==> config.mk <==
export PLATFORM = sky130hd
export DESIGN_NAME = eth_tx_serializer
export DESIGN_NICKNAME = d
export VERILOG_FILES = /design/src/rtl/ethtx_pkg.sv /design/src/rtl/ethtx_crc32.sv /design/src/rtl/ethtx_framer.sv /design/src/rtl/eth_tx_serializer.sv
export SDC_FILE = /design/constraint.sdc
export NUM_CORES = 1
export LEC_CHECK = 0
export ABC_AREA = 1
export CAP_MARGIN = 20
export CORE_MARGIN = 3
export CORE_UTILIZATION = 35
export DETAILED_ROUTE_END_ITERATION = 8
export GPL_TIMING_DRIVEN = 0
export PLACE_DENSITY = 0.5
export SLEW_MARGIN = 40
export SYNTH_ARGS = -nofsm -noshare
export SYNTH_HDL_FRONTEND = slang
export SYNTH_SLANG_ARGS = --single-unit
==> constraint.sdc <==
create_clock -name clk -period 2.35 [get_ports clk]
set_clock_uncertainty 0.15 [all_clocks]
set_input_delay 0.235 -clock clk [delete_from_list [all_inputs] [get_ports clk]]
set_output_delay 0.235 -clock clk [all_outputs]
set_load 0.005 [all_outputs]
==> src/rtl/ethtx_pkg.sv <==
package ethtx_pkg;

    localparam logic [7:0]  PRE_BYTE = 8'h55;
    localparam logic [7:0]  SFD_BYTE = 8'hD5;
    localparam logic [31:0] CRC_SEED = 32'hFFFF_FFFF;
    localparam logic [31:0] CRC_POLY_REFL = 32'hEDB8_8320;

    typedef enum logic [2:0] {
        PH_IDLE,
        PH_PRE,
        PH_SFD,
        PH_DATA,
        PH_PAD,
        PH_FCS
    } phase_e;

    // One serial CRC step on the bit-reversed register.
    function automatic logic [31:0] crc_step(input logic [31:0] c, input logic b);
        logic [31:0] r;
        r = c >> 1;
        if (c[0] ^ b) r = r ^ CRC_POLY_REFL;
        return r;
    endfunction

endpackage

==> src/rtl/ethtx_crc32.sv <==
module ethtx_crc32
    import ethtx_pkg::*;
(
    input  logic        clk,
    input  logic        rst,
    input  logic        clr,
    input  logic        adv,
    input  logic        din,
    output logic [31:0] crc_nxt
);

    logic [31:0] crc_q;

    always_comb begin
        crc_nxt = adv ? crc_step(crc_q, din) : crc_q;
    end

    always_ff @(posedge clk) begin
        if (rst || clr) crc_q <= CRC_SEED;
        else            crc_q <= crc_nxt;
    end

endmodule

==> src/rtl/ethtx_framer.sv <==
module ethtx_framer
    import ethtx_pkg::*;
#(
    parameter int LVL_W     = 8,
    parameter int PRE_BYTES = 7,
    parameter int MIN_BODY  = 60
) (
    input  logic             clk,
    input  logic             rst,
    input  logic [LVL_W-1:0] cfg_start_level,
    input  logic             cfg_pad_en,
    input  logic             chan_ok,
    input  logic [LVL_W-1:0] fifo_level,
    input  logic [7:0]       fifo_data,
    input  logic             fifo_eof,
    input  logic [31:0]      crc_nxt,
    output logic             fifo_rd,
    output logic             crc_clr,
    output logic             crc_adv,
    output logic             crc_din,
    output logic             tx_bit,
    output logic             tx_en
);

    localparam int PN_W = $clog2(PRE_BYTES + 1);
    localparam int BN_W = $clog2(MIN_BODY + 1);
    localparam logic [PN_W-1:0] PRE_LAST = PN_W'(PRE_BYTES - 1);
    localparam logic [BN_W-1:0] BODY_MIN = BN_W'(MIN_BODY);

    phase_e          ph;
    logic [7:0]      sh;
    logic [2:0]      bit_i;
    logic [PN_W-1:0] pre_n;
    logic [BN_W-1:0] byte_n;
    logic            last_q;
    logic            pad_q;
    logic [31:0]     fcs_sh;
    logic [4:0]      fcs_i;

    logic go, byte_end, body_more;

    always_comb begin
        go        = (fifo_level >= cfg_start_level) && chan_ok;
        byte_end  = (bit_i == 3'd7);
        body_more = pad_q && (byte_n < BODY_MIN);
        fifo_rd   = byte_end && ((ph == PH_SFD) || ((ph == PH_DATA) && !last_q));
        crc_clr   = (ph == PH_IDLE) && go;
        crc_adv   = (ph == PH_DATA) || (ph == PH_PAD);
        crc_din   = sh[0];
        tx_en     = (ph != PH_IDLE);
        case (ph)
            PH_IDLE: tx_bit = 1'b0;
            PH_FCS:  tx_bit = fcs_sh[0];
            default: tx_bit = sh[0];
        endcase
    end

    always_ff @(posedge clk) begin
        if (rst) begin
            ph     <= PH_IDLE;
            sh     <= '0;
            bit_i  <= '0;
            pre_n  <= '0;
            byte_n <= '0;
            last_q <= 1'b0;
            pad_q  <= 1'b0;
            fcs_sh <= '0;
            fcs_i  <= '0;
        end else begin
            case (ph)
                PH_IDLE: begin
                    if (go) begin
                        ph     <= PH_PRE;
                        sh     <= PRE_BYTE;
                        bit_i  <= '0;
                        pre_n  <= '0;
                        byte_n <= '0;
                        pad_q  <= cfg_pad_en;
                    end
                end
                PH_FCS: begin
                    fcs_sh <= fcs_sh >> 1;
                    fcs_i  <= fcs_i + 5'd1;
                    if (fcs_i == 5'd31) ph <= PH_IDLE;
                end
                default: begin
                    bit_i <= bit_i + 3'd1;
                    if (!byte_end) begin
                        sh <= sh >> 1;
                    end else begin
                        case (ph)
                            PH_PRE: begin
                                if (pre_n == PRE_LAST) begin
                                    ph <= PH_SFD;
                                    sh <= SFD_BYTE;
                                end else begin
                                    pre_n <= pre_n + 1'b1;
                                    sh    <= PRE_BYTE;
                                end
                            end
                            PH_SFD: begin
                                ph     <= PH_DATA;
                                sh     <= fifo_data;
                                last_q <= fifo_eof;
                                byte_n <= BN_W'(1);
                            end
                            default: begin
                                if ((ph == PH_DATA) && !last_q) begin
                                    sh     <= fifo_data;
                                    last_q <= fifo_eof;
                                    if (byte_n != BODY_MIN) byte_n <= byte_n + 1'b1;
                                end else if (body_more) begin
                                    ph     <= PH_PAD;
                                    sh     <= '0;
                                    byte_n <= byte_n + 1'b1;
                                end else begin
                                    ph     <= PH_FCS;
                                    sh     <= '0;
                                    fcs_sh <= ~crc_nxt;
                                    fcs_i  <= '0;
                                end
                            end
                        endcase
                    end
                end
            endcase
        end
    end

endmodule

==> src/rtl/eth_tx_serializer.sv <==
module eth_tx_serializer #(
    parameter int LVL_W     = 8,
    parameter int PRE_BYTES = 7,
    parameter int MIN_BODY  = 60
) (
    input  logic             clk,
    input  logic             rst,
    input  logic [LVL_W-1:0] cfg_start_level,
    input  logic             cfg_pad_en,
    input  logic             chan_ok,
    input  logic [LVL_W-1:0] fifo_level,
    input  logic [7:0]       fifo_data,
    input  logic             fifo_eof,
    output logic             fifo_rd,
    output logic             tx_bit,
    output logic             tx_en
);

    logic [31:0] crc_nxt;
    logic        crc_clr, crc_adv, crc_din;

    ethtx_framer #(
        .LVL_W    (LVL_W),
        .PRE_BYTES(PRE_BYTES),
        .MIN_BODY (MIN_BODY)
    ) framer_i (
        .clk            (clk),
        .rst            (rst),
        .cfg_start_level(cfg_start_level),
        .cfg_pad_en     (cfg_pad_en),
        .chan_ok        (chan_ok),
        .fifo_level     (fifo_level),
        .fifo_data      (fifo_data),
        .fifo_eof       (fifo_eof),
        .crc_nxt        (crc_nxt),
        .fifo_rd        (fifo_rd),
        .crc_clr        (crc_clr),
        .crc_adv        (crc_adv),
        .crc_din        (crc_din),
        .tx_bit         (tx_bit),
        .tx_en          (tx_en)
    );

    ethtx_crc32 crc_i (
        .clk    (clk),
        .rst    (rst),
        .clr    (crc_clr),
        .adv    (crc_adv),
        .din    (crc_din),
        .crc_nxt(crc_nxt)
    );

endmodule

==> results of run 1 <==
==> synthesized netlist by cell type (all sizes together) <==
master  instances  area, um2
nand3          30      160.2
a22o            3      26.28
dfxtp          94       1882
o211a           3      30.03
or2            14      87.58
nand4           4      25.02
nor3            2      10.01
nor2           78      317.8
o21a            1      7.510
o22ai           5      31.28
nand2         181      694.4
o21ai         100      504.2
a22oi           1      7.510
a31oi           1      6.260
nor3b           1      7.510
xnor2           1      8.760
clkbuf         12      45.04
a21oi          37      185.2
inv            93      349.1
buf            21      131.4
ha             16      200.2
xor2            2      17.52
==> cell families (layout without fill, tap and decap cells) <==
kind of cell	after synthesis	count (layout)	synth area share [%]
compound gates	151	151	16.86
xor+xnor	3	3	0.5551
fa+ha+maj	16	16	4.228
buf+inv	126	171	11.10
flops	94	94	39.75
simple gates	310	310	27.51
==> placed cells by master, fill, tap and decap left out, types with 2 or more instances in the layout <==
cell                                n
sky130_fd_sc_hd__nand2_4            3
sky130_fd_sc_hd__nor2_1            73
sky130_fd_sc_hd__xor2_1             2
sky130_fd_sc_hd__dfxtp_1           92
sky130_fd_sc_hd__o211a_1            3
sky130_fd_sc_hd__ha_1              16
sky130_fd_sc_hd__nand2_1          175
sky130_fd_sc_hd__nand2_2            3
sky130_fd_sc_hd__a21oi_1           37
sky130_fd_sc_hd__buf_4              5
sky130_fd_sc_hd__dfxtp_2            2
sky130_fd_sc_hd__clkdlybuf4s50_1   30
sky130_fd_sc_hd__nor2_4             5
sky130_fd_sc_hd__clkbuf_16          9
sky130_fd_sc_hd__buf_6              3
sky130_fd_sc_hd__clkbuf_1          11
sky130_fd_sc_hd__nand3_2            3
sky130_fd_sc_hd__nand3_1           27
sky130_fd_sc_hd__o21ai_1           21
sky130_fd_sc_hd__o21ai_0           78
sky130_fd_sc_hd__or2_2             14
sky130_fd_sc_hd__buf_2             12
sky130_fd_sc_hd__nand4_1            4
sky130_fd_sc_hd__inv_1             89
sky130_fd_sc_hd__clkinv_2           2
sky130_fd_sc_hd__nor3_1             2
sky130_fd_sc_hd__a22o_1             3
sky130_fd_sc_hd__o22ai_1            4
sky130_fd_sc_hd__inv_2              4
==> flip-flops by register name (all words and copies together), names as in the netlist, named ones only <==
register and count:
framer_i.pre_n 3, framer_i.sh 8, framer_i.byte_n 6, framer_i.fcs_sh 32, crc_i.crc_q 32, framer_i.bit_i 3, framer_i.fcs_i 5, framer_i.last_q 1
framer_i.ph 2, framer_i.pad_q 1
==> area by class of cell <==
class | count | area [um2]
Multi-Input combinational cell | 480 | 2374
Tap cell | 172 | 215.2
Buffer | 32 | 181.4
Timing Repair Buffer | 31 | 310.3
Fill cell | 1407 | 7323
Clock buffer | 11 | 242.7
Sequential cell | 94 | 1884
Inverter | 93 | 349.1
Clock inverter | 4 | 47.55
==> metrics by stage <==
step | power, mW | utilization, %
5_1_grt | 5.378 | 43.35
3_5_place_dp | 3.534 | 40.69
3_3_place_gp | 3.502 | 40.69
4_1_cts | 5.047 | 43.15
6_report | 5.015 | 43.35
2_1_floorplan | 3.062 | -
==> worst min-delay path by stage <==
stage                   startpoint                   to  slack, ns  depth (start not counted)
2_1_floorplan                  rst    framer_i.pre_n[1]       0.15                          1
3_3_place_gp   framer_i.fcs_sh[14]  framer_i.fcs_sh[14]       0.29                          2
3_5_place_dp        framer_i.pad_q       framer_i.pad_q       0.29                          2
4_1_cts        framer_i.fcs_sh[13]  framer_i.fcs_sh[13]       0.30                          2
5_1_grt        framer_i.fcs_sh[13]  framer_i.fcs_sh[13]       0.33                          2
6_report       framer_i.fcs_sh[13]  framer_i.fcs_sh[13]       0.30                          2
==> metal layers <==
layer	GRT usage [%]	part of all wire, %
met5	0	0
met3	3.594	3.8
met2	27.79	46
met4	5.948	1.3
met1	23.12	49
==> critical path: stages (launching register included) <==
cell	delay [ns]
sky130_fd_sc_hd__dfxtp_2	0.39
sky130_fd_sc_hd__inv_1	0.13
sky130_fd_sc_hd__o21ai_4	0.26
sky130_fd_sc_hd__inv_1	0.07
sky130_fd_sc_hd__nand2_1	0.09
sky130_fd_sc_hd__inv_1	0.11
sky130_fd_sc_hd__clkdlybuf4s50_1	0.46
==> power breakdown <==
group | switching (mW) | internal, mW
clock | 0.613 | 0.845
combinational | 1.08 | 0.573
sequential | 0.118 | 1.79
total | 1.81 | 3.20
==> timing repair <==
| item | in CTS | in global routing |
|---|---|---|
| setup endpoints to repair | 2 | 19 |
| cloned | 0 | 0 |
| setup buffers | 0 | 0 |
| resized for setup | 9 | 11 |
==> Implementation_results.wiki, run 1 <==
{| class="wikitable"
! Metric !! Value
|-
| Placed cell area || between 5000 and 6000 um2
|-
| Crit Path Max Fanout || 6
|-
| Maximum level of the CTS H-tree || 3
|-
| Final cell count without fillers || 917
|-
| GRT Overall Usage || 17.30%
|-
| Clock transition at path regs || 0.07 ns
|-
| Leak || 2.622 nW
|-
| Max-Slew Margin vs Limit || about three fifths
|-
| Count of synthesis-stage warnings from yosys || 0
|-
| Share of the clock period used by the worst path || 95.18%
|-
| Launching instance or port of the critical path || framer_i.ph[0]
|-
| Worst Hold Slack || 0.2962 ns
|-
| Number of global-route vias before repair || between 4000 and 5000
|-
| Register-to-register setup slack || 0.28 ns
|-
| Share of final-layout standard cells stronger than drive strength 1 || 9.664%
|-
| Gate count after technology mapping || 700
|-
| Number of maximum-capacitance constraint violations || 0
|-
| CP endpoint kind || output port
|-
| Clock Sinks || 94
|-
| Maximum number of pins on one net before global-route repair || 20
|-
| Core Box Area || 12930 um2
|-
| Worst Setup Slack, final || 0.1133 ns
|-
| Clock tree root driver cell || sky130_fd_sc_hd__clkbuf_16
|-
| DRT iter0 DRCs || 267
|-
| Residual antenna-violating net count after detailed routing || 0
|-
| PwrDens || 894.9 nW/um2
|-
| Fin nets || 786
|-
| Die boundary height || 122.3 um
|-
| Max rail drop VDD || ~400 uV
|-
| Later-pin clock latency in the skew report || 0.34 ns
|-
| Worst EP arrival || 1.85 ns
|-
| Sequential fraction of the synthesis area || between 30% and 40%
|-
| Unrepaired setup endpoints after global routing || true
|-
| Count of hold-fix buffers inserted at cts || 0
|-
| Global placer's final weighted congestion || ~0.80
|-
| Detailed Route WL || 12230 um
|-
| Syn Std Cell Area || between 4000 and 5000 um2
|-
| Pins over their slew limit || 0
|-
| Post-route minimum period || 2.237 ns
|-
| Total non-filler cell area in the finished layout || about 5600 um2
|-
| TritonCTS clock tree || yes
|-
| Launching element type of the critical path || register
|-
| Post-route DRC violation count || 0
|-
| Net count of the mapped netlist || 745
|-
| Number of distinct library cells after synthesis || 32
|-
| Kind of path behind the tightest hold check || reg -> reg
|-
| Type of the setup path with the least slack || reg -> out
|-
| Initial Util || 36.62%
|-
| Buffers from clock root to sink, at most || 2
|-
| Clock buffer count from CTS || 9
|-
| Result of the run || complete, no violations
|-
| Max frequency || between 0.4 and 0.5 GHz
|-
| Number of top-level pins || 32
|-
| Total iterations of the first detailed-routing run || 7
|-
| Reg-to-reg endpoint || framer_i.fcs_sh[0]
|-
| Final setup TNS || 0 ns
|-
| Data required time at the worst endpoint || 1.97 ns
|-
| Syn-to-layout area delta || 18.37%
|-
| Routed len/inst || 13.33 um
|-
| First-pass GRT wire length || 20280 um
|-
| Number of antenna diodes || 0
|-
| Area of the die || 14960 um2
|-
| Remaining Overflow, GRT || 0
|-
| Cell Rows || 41
|-
| Detailed-route vias per instance || between 4 and 5
|-
| Buffers on Ports || 31
|-
| Transition time at the pin with the least slew margin || 0.5880 ns
|-
| HPWL Detailed || 9050 um
|-
| Worst setup path endpoint || fifo_rd
|-
| Synthesis-stage register bit count || 94
|-
| Placed Cells || ~900
|-
| Number of endpoints with negative hold slack in the final report || 0
|-
| Die width || 122.3 um
|-
| Number of setup violations in the final report || 0
|-
| Start of the worst register-to-register path || framer_i.ph[1]
|-
| R2r worst-path depth || 9
|-
| Antenna violations before repair || 0
|-
| Worst setup slack after placement || -0.3226 ns
|-
| Post-synthesis average cell area || 6.764 um2
|-
| Total via count after detailed routing || roughly 4400
|}
(Power assumes the default switching activity.)
==> run 2: changes to the inputs <==
- PLACE_DENSITY: 0.5 -> 0.58
==> run 2 against run 1 <==
Net effect:
- combinational power barely moved
- power up 2.2%
- setup slack better by 0.018 ns
- register-to-register slack is essentially flat
- sequential cell count unchanged
- design area increased by 0.22%
- sequential power barely moved
- core utilization up 0.097 points
- sequential share of layout area is 0.097 points lower
- largest power group unchanged
==> Implementation_results.wiki, run 2 (synthesized netlist as in run 1, its figures left out) <==
{| class="wikitable"
! Metric !! Value
|-
| Max-Slew Margin vs Limit || between 60% and 70%
|-
| Buffers on Ports || 31
|-
| Detailed Route WL || 11710 um
|-
| Pins over their slew limit || 0
|-
| Number of filler instances in the final layout || 1358
|-
| Buffers from clock root to sink, at most || 2
|-
| Global placer's final weighted congestion || ~0.88
|-
| Core Box Area || between 10000 and 15000 um2
|-
| Cell Rows || 41
|-
| Post-route DRC violation count || 0
|-
| Cells traversed along the worst timing path || nor2_4 -> o21ai_4 -> inv_1 -> nand2_1 -> inv_2 -> clkdlybuf4s50_1
|-
| CP endpoint kind || output port
|-
| Number of maximum-capacitance constraint violations || 0
|-
| Post-route minimum period || around 2.2 ns
|-
| Total Power Consumption || 5.123 mW
|-
| Slowest stage cell on the critical path || sky130_fd_sc_hd__clkdlybuf4s50_1
|-
| Fin nets || 786
|-
| Maximum number of pins on one net before global-route repair || 20
|-
| Number of antenna diodes || 0
|-
| Leak || ~2.6 nW
|-
| Later-pin clock latency in the skew report || 0.35 ns
|-
| Remaining Overflow, GRT || 0
|-
| Max rail drop VDD || 506.3 uV
|-
| Clock transition at path regs || approximately 0.07 ns
|-
| Type of the setup path with the least slack || reg -> out
|-
| Kind of path behind the tightest hold check || reg -> reg
|-
| Clock tree root driver cell || sky130_fd_sc_hd__clkbuf_16
|-
| Result of the run || complete, no violations
|-
| First-pass GRT wire length || just under 20000 um
|-
| Number of top-level pins || 32
|-
| GRT Overall Usage || 16.29%
|-
| TritonCTS clock tree || yes
|-
| Largest registers in the final layout || crc_i.crc_q x32, framer_i.fcs_sh x32, framer_i.sh x8
|-
| Start of the worst register-to-register path || framer_i.bit_i[1]
|-
| Start point of the worst hold path || framer_i.pad_q
|-
| DRT iter0 DRCs || 272
|-
| Maximum level of the CTS H-tree || 3
|-
| Count of hold-fix buffers inserted at cts || 0
|-
| Total iterations of the first detailed-routing run || 4
|-
| Total via count after detailed routing || 4433
|-
| Antenna violations before repair || 0
|-
| PwrDens || 912.2 nW/um2
|-
| # Post-CTS Setup Buffers || 0
|-
| Syn-to-layout area delta || 18.63%
|-
| Kind of cell adding the most delay to the critical path || buffers and inverters
|-
| Routed len/inst || 12.75 um
|-
| Detailed-route vias per instance || between 4 and 5
|-
| Data required time at the worst endpoint || 1.97 ns
|-
| Number of endpoints with negative hold slack in the final report || 0
|-
| Commonest cells after routing, fill and taps aside || 174 x sky130_fd_sc_hd__nand2_1, 93 x sky130_fd_sc_hd__dfxtp_1, 88 x sky130_fd_sc_hd__inv_1, 78 x sky130_fd_sc_hd__o21ai_0, 73 x sky130_fd_sc_hd__nor2_1
|-
| Transition time at the pin with the least slew margin || 0.5704 ns
|-
| Number of setup violations in the final report || 0
|-
| Clock buffer count from CTS || 9
|-
| Unrepaired setup endpoints after global routing || true
|-
| Max stage delay on crit path || 0.50 ns
|-
| Crit path buf inv count || 3
|-
| Share of final-layout standard cells stronger than drive strength 1 || under 10%
|-
| Initial Util || between 30 and 40%
|-
| Area of the die || around 15000 um2
|-
| Max frequency || 0.4506 GHz
|-
| Die width || 122.3 um
|-
| Die boundary height || 122.3 um
|-
| Register-to-register setup slack || 0.29 ns
|-
| Launching element type of the critical path || register
|-
| HPWL Detailed || 8916 um
|-
| Fin util || between 40 and 50%
|-
| Worst EP arrival || 1.83 ns
|-
| Leading cell type in the layout, fill and taps excluded || sky130_fd_sc_hd__nand2_1
|-
| Number of global-route vias before repair || 4132
|-
| Share of the clock period used by the worst path || between 90% and 100%
|-
| Clock Sinks || 94
|-
| Residual antenna-violating net count after detailed routing || 0
|-
| Crit Path Max Fanout || 7
|}
## run 2: cell count changes in the layout (fill, tap and decap cells not counted), sizes merged
cell,previous run,this run
clkdlybuf4s15,1,0
dlygate4sd2,0,1
inv,93,94
bufinv,1,2
clkbuf,23,22
## run 2: what timing repair did
action                                  CTS  global route
endpoints found under the setup margin    1            20
hold endpoints to repair                  0             0
gates resized for setup                   4             9
## run 2: power by group
part	switching, mW	total (mW)	internal (mW)
clock	0.649	1.59	0.941
sequential	0.119	1.90	1.79
combinational	1.06	1.63	0.567
total	1.83	5.12	3.29
## run 2: per-layer routing
layer,global-route usage (%),vias up,part of all wire [%]
li1,-,2306,-
met5,0,-,0
met3,3.687,12,3.7
met4,6.438,0,1.9
met1,21.44,2050,49
met2,25.94,65,46
## run 2: path summary, 6_finish.rpt
kind / endpoint / depth (start not counted)
min reg2reg: framer_i.pad_q / 2
min: framer_i.pad_q / 2
max reg2reg: framer_i.byte_n[1] / 11
max: fifo_rd / 6
## run 2: through the flow
stage	cells	hold slack (ns)	setup TNS [ns]	setup WS, ns	area [um2]
finish	918	0.2952	0	0.1308	5617
global route	918	0.3185	-0.04071	-0.01881	5617
global placement	903	0.2842	-7.584	-0.3283	5260
floorplan	700	0.1541	0	0.5424	4735
CTS	918	0.2996	0	0.01650	5588
detailed placement	903	0.2897	-8.337	-0.3478	5260
## run 2: worst min-delay path, cell delays in order, from the launching register on
cell and delay (ns):
sky130_fd_sc_hd__dfxtp_1 0.31, sky130_fd_sc_hd__inv_1 0.05, sky130_fd_sc_hd__a21oi_1 0.05
## run 2: area by class of cell
class                   instances  area [um2]  area share, %
repair buffers                 31       309.0          5.502
plain buffers                  32       177.7          3.163
flip-flops and latches         94        1883          33.53
inverters                      93       349.1          6.215
well taps                     172       215.2          3.832
multi-input cells             480        2360          42.01
clock buffers                  10       229.0          4.077
clock inverters                 6       93.84          1.671
==> run 3: changes to the inputs <==
--- a/config.mk
+++ b/config.mk
@@ -7,4 +7,5 @@
 export LEC_CHECK = 0
 export ABC_AREA = 1
+export ABC_CLOCK_PERIOD_IN_PS = 2350
 export CAP_MARGIN = 20
 export CORE_MARGIN = 3
@@ -12,4 +13,5 @@
 export DETAILED_ROUTE_END_ITERATION = 8
 export GPL_TIMING_DRIVEN = 0
+export HOLD_SLACK_MARGIN = 0.02
 export PLACE_DENSITY = 0.58
 export SLEW_MARGIN = 40
--- a/constraint.sdc
+++ b/constraint.sdc
@@ -3,3 +3,3 @@
 set_input_delay 0.235 -clock clk [delete_from_list [all_inputs] [get_ports clk]]
 set_output_delay 0.235 -clock clk [all_outputs]
-set_load 0.005 [all_outputs]
+set_load 0.01 [all_outputs]
==> run 3 against run 2 <==
Net effect:
- global-route usage about the same
- non-clock buffer count unchanged
- sequential cell count unchanged
- routed wire length increased by 0.14%
- maximum frequency decreased by 2.0%
- clock power about the same
==> Implementation_results.wiki, run 3 (synthesized netlist as in run 1, its figures left out) <==
{| class="wikitable"
! Metric !! Value
|-
| Residual antenna-violating net count after detailed routing || 0
|-
| Largest registers in the final layout || crc_i.crc_q x32, framer_i.fcs_sh x32, framer_i.sh x8
|-
| Core Box Area || 12930 um2
|-
| Number of filler instances in the final layout || 1358
|-
| Result of the run || complete, no violations
|-
| Post-route minimum period || around 2.3 ns
|-
| Clock buffer count from CTS || 9
|-
| First-pass GRT wire length || roughly 19000 um
|-
| Total via count after detailed routing || 4441
|-
| Buffers on Ports || 31
|-
| Maximum level of the CTS H-tree || 3
|-
| Pins over their slew limit || 0
|-
| Area taken by flip-flops and latches || 1883 um2
|-
| Reg-to-reg endpoint || crc_i.crc_q[26]
|-
| Routed len/inst || between 10 and 15 um
|-
| PwrDens || just over 900 nW/um2
|-
| Number of maximum-capacitance constraint violations || 0
|-
| Area used by multi-input combinational logic || ~2400 um2
|-
| Detailed-route vias per instance || roughly 4.8
|-
| Syn-to-layout area delta || 18.66%
|-
| TritonCTS clock tree || yes
|-
| Number of top-level pins || 32
|-
| Leading cell type in the layout, fill and taps excluded || sky130_fd_sc_hd__nand2_1
|-
| Cells traversed along the worst timing path || nor2_4 -> o21ai_4 -> inv_1 -> nand2_1 -> inv_2 -> clkdlybuf4s50_1
|-
| Final cell count without fillers || 918
|-
| Maximum number of pins on one net before global-route repair || 20
|-
| Max frequency || 0.4415 GHz
|-
| Commonest cells after routing, fill and taps aside || 175 x sky130_fd_sc_hd__nand2_1, 93 x sky130_fd_sc_hd__dfxtp_1, 88 x sky130_fd_sc_hd__inv_1, 78 x sky130_fd_sc_hd__o21ai_0, 73 x sky130_fd_sc_hd__nor2_1
|-
| Detailed Route WL || 11720 um
|-
| Number of setup violations in the final report || 0
|-
| Die width || 122.3 um
|-
| Remaining Overflow, GRT || 0
|-
| Unrepaired setup endpoints after global routing || true
|-
| Type of the setup path with the least slack || reg -> out
|-
| Start point of the worst hold path || framer_i.pad_q
|-
| Share of the clock period used by the worst path || 96.39%
|-
| Number of antenna diodes || 0
|-
| Global placer's final weighted congestion || slightly below 0.9
|-
| Worst EP arrival || 1.88 ns
|-
| Number of endpoints with negative hold slack in the final report || 0
|-
| DRT iter0 DRCs || 238
|-
| Die boundary height || between 100 and 150 um
|-
| Clock Sinks || 94
|-
| Leak || 2.614 nW
|-
| Area of the die || 14960 um2
|-
| Placed Cells || 903
|-
| Final setup TNS || 0 ns
|-
| Max-Slew Margin vs Limit || 60.62%
|-
| Post-route DRC violation count || 0
|-
| Max rail drop VDD || about 500 uV
|-
| CP endpoint kind || output port
|-
| Total Power Consumption || 5.139 mW
|-
| Later-pin clock latency in the skew report || 0.35 ns
|-
| Cell Rows || 41
|-
| Slowest stage cell on the critical path || sky130_fd_sc_hd__clkdlybuf4s50_1
|-
| Transition time at the pin with the least slew margin || 0.5908 ns
|-
| R2r worst-path depth || 7
|-
| Launching element type of the critical path || register
|-
| Worst Hold Slack || a little under 0.3 ns
|-
| Crit Path Max Fanout || 7
|-
| Kind of path behind the tightest hold check || reg -> reg
|-
| Number of global-route vias before repair || 4143
|-
| Share of final-layout standard cells stronger than drive strength 1 || 9.651%
|-
| Buffers from clock root to sink, at most || 2
|-
| End of the worst hold path || framer_i.pad_q
|-
| HPWL Detailed || 8916 um
|-
| Register-to-register setup slack || ~0.27 ns
|-
| Initial Util || 36.62%
|-
| Total iterations of the first detailed-routing run || 5
|-
| Fin nets || 786
|-
| Data required time at the worst endpoint || 1.97 ns
|-
| GRT Overall Usage || 16.32%
|-
| Antenna violations before repair || 0
|-
| Worst Hold Depth || 2
|-
| Clock tree root driver cell || sky130_fd_sc_hd__clkbuf_16
|-
| Max stage delay on crit path || 0.54 ns
|-
| Clock transition at path regs || ~0.07 ns
|}
## run 3: changes by cell type in the layout (fill, tap and decap cells not counted), sizes merged
cell,before,now
buf,20,18
clkbuf,22,25
dlygate4sd2,1,0
## run 3: metrics by stage
stage,cell area [um2],setup slack (ns),utilization (%)
after global placement,5260,-0.3283,40.69
after detailed placement,5260,-0.3478,40.69
after global routing,5618,-0.04726,43.46
after floorplan,4735,0.5424,-
final,5618,0.08495,43.46
after CTS,5593,0.0003684,43.26
## run 3: timing repair
action,CTS,global route
gates cloned,0,0
hold buffers,0,0
setup buffers,0,0
gates resized for setup,4,12
setup endpoints to repair,2,20
## run 3: worst max path at each step
stage	from	end	cells past startpoint	slack, ns
final	register	fifo_rd	6	0.08
after global routing	register	fifo_rd	6	-0.05
after CTS	register	fifo_rd	6	0.0004
after detailed placement	cfg_start_level[3]	crc_i.crc_q[26]	13	-0.35
after global placement	cfg_start_level[3]	crc_i.crc_q[19]	13	-0.33
after floorplan	cfg_start_level[3]	framer_i.sh[2]	16	0.54
## run 3: worst max-delay path: cells and delay by family, from the launching register on
family | cells | cell delay (ns)
and+or+nand+nor | 2 | 0.29
AOI/OAI and AO/OA | 1 | 0.11
buffers and inverters | 3 | 0.71
DFF | 1 | 0.42
## run 3: final cells by class
cell class,instances,share of cell area [%]
multi-input cells,480,42.05
flip-flops and latches,94,33.52
inverters,93,6.214
repair buffers,31,5.434
clock buffers,10,4.076
well taps,172,3.831
plain buffers,32,3.207
clock inverters,6,1.670
## run 3: power breakdown
part	switching, mW	internal, mW	total (mW)	leakage, nW
clock network	0.650	0.941	1.59	0.153
registers	0.119	1.79	1.90	0.763
logic	1.08	0.567	1.64	1.70
total	1.85	3.29	5.14	2.61
## run 3: per-layer routing
| layer | track usage [%] | vias to the layer above | routed length, um | part of all wire (%) |
|---|---|---|---|---|
| met3 | 3.687 | 16 | 433 | 3.7 |
| li1 | - | 2303 | - | - |
| met2 | 26.00 | 73 | 5346 | 46 |
| met1 | 21.44 | 2049 | 5709 | 49 |
| met5 | 0 | - | 0 | 0 |
| met4 | 6.508 | 0 | 233 | 2.0 |
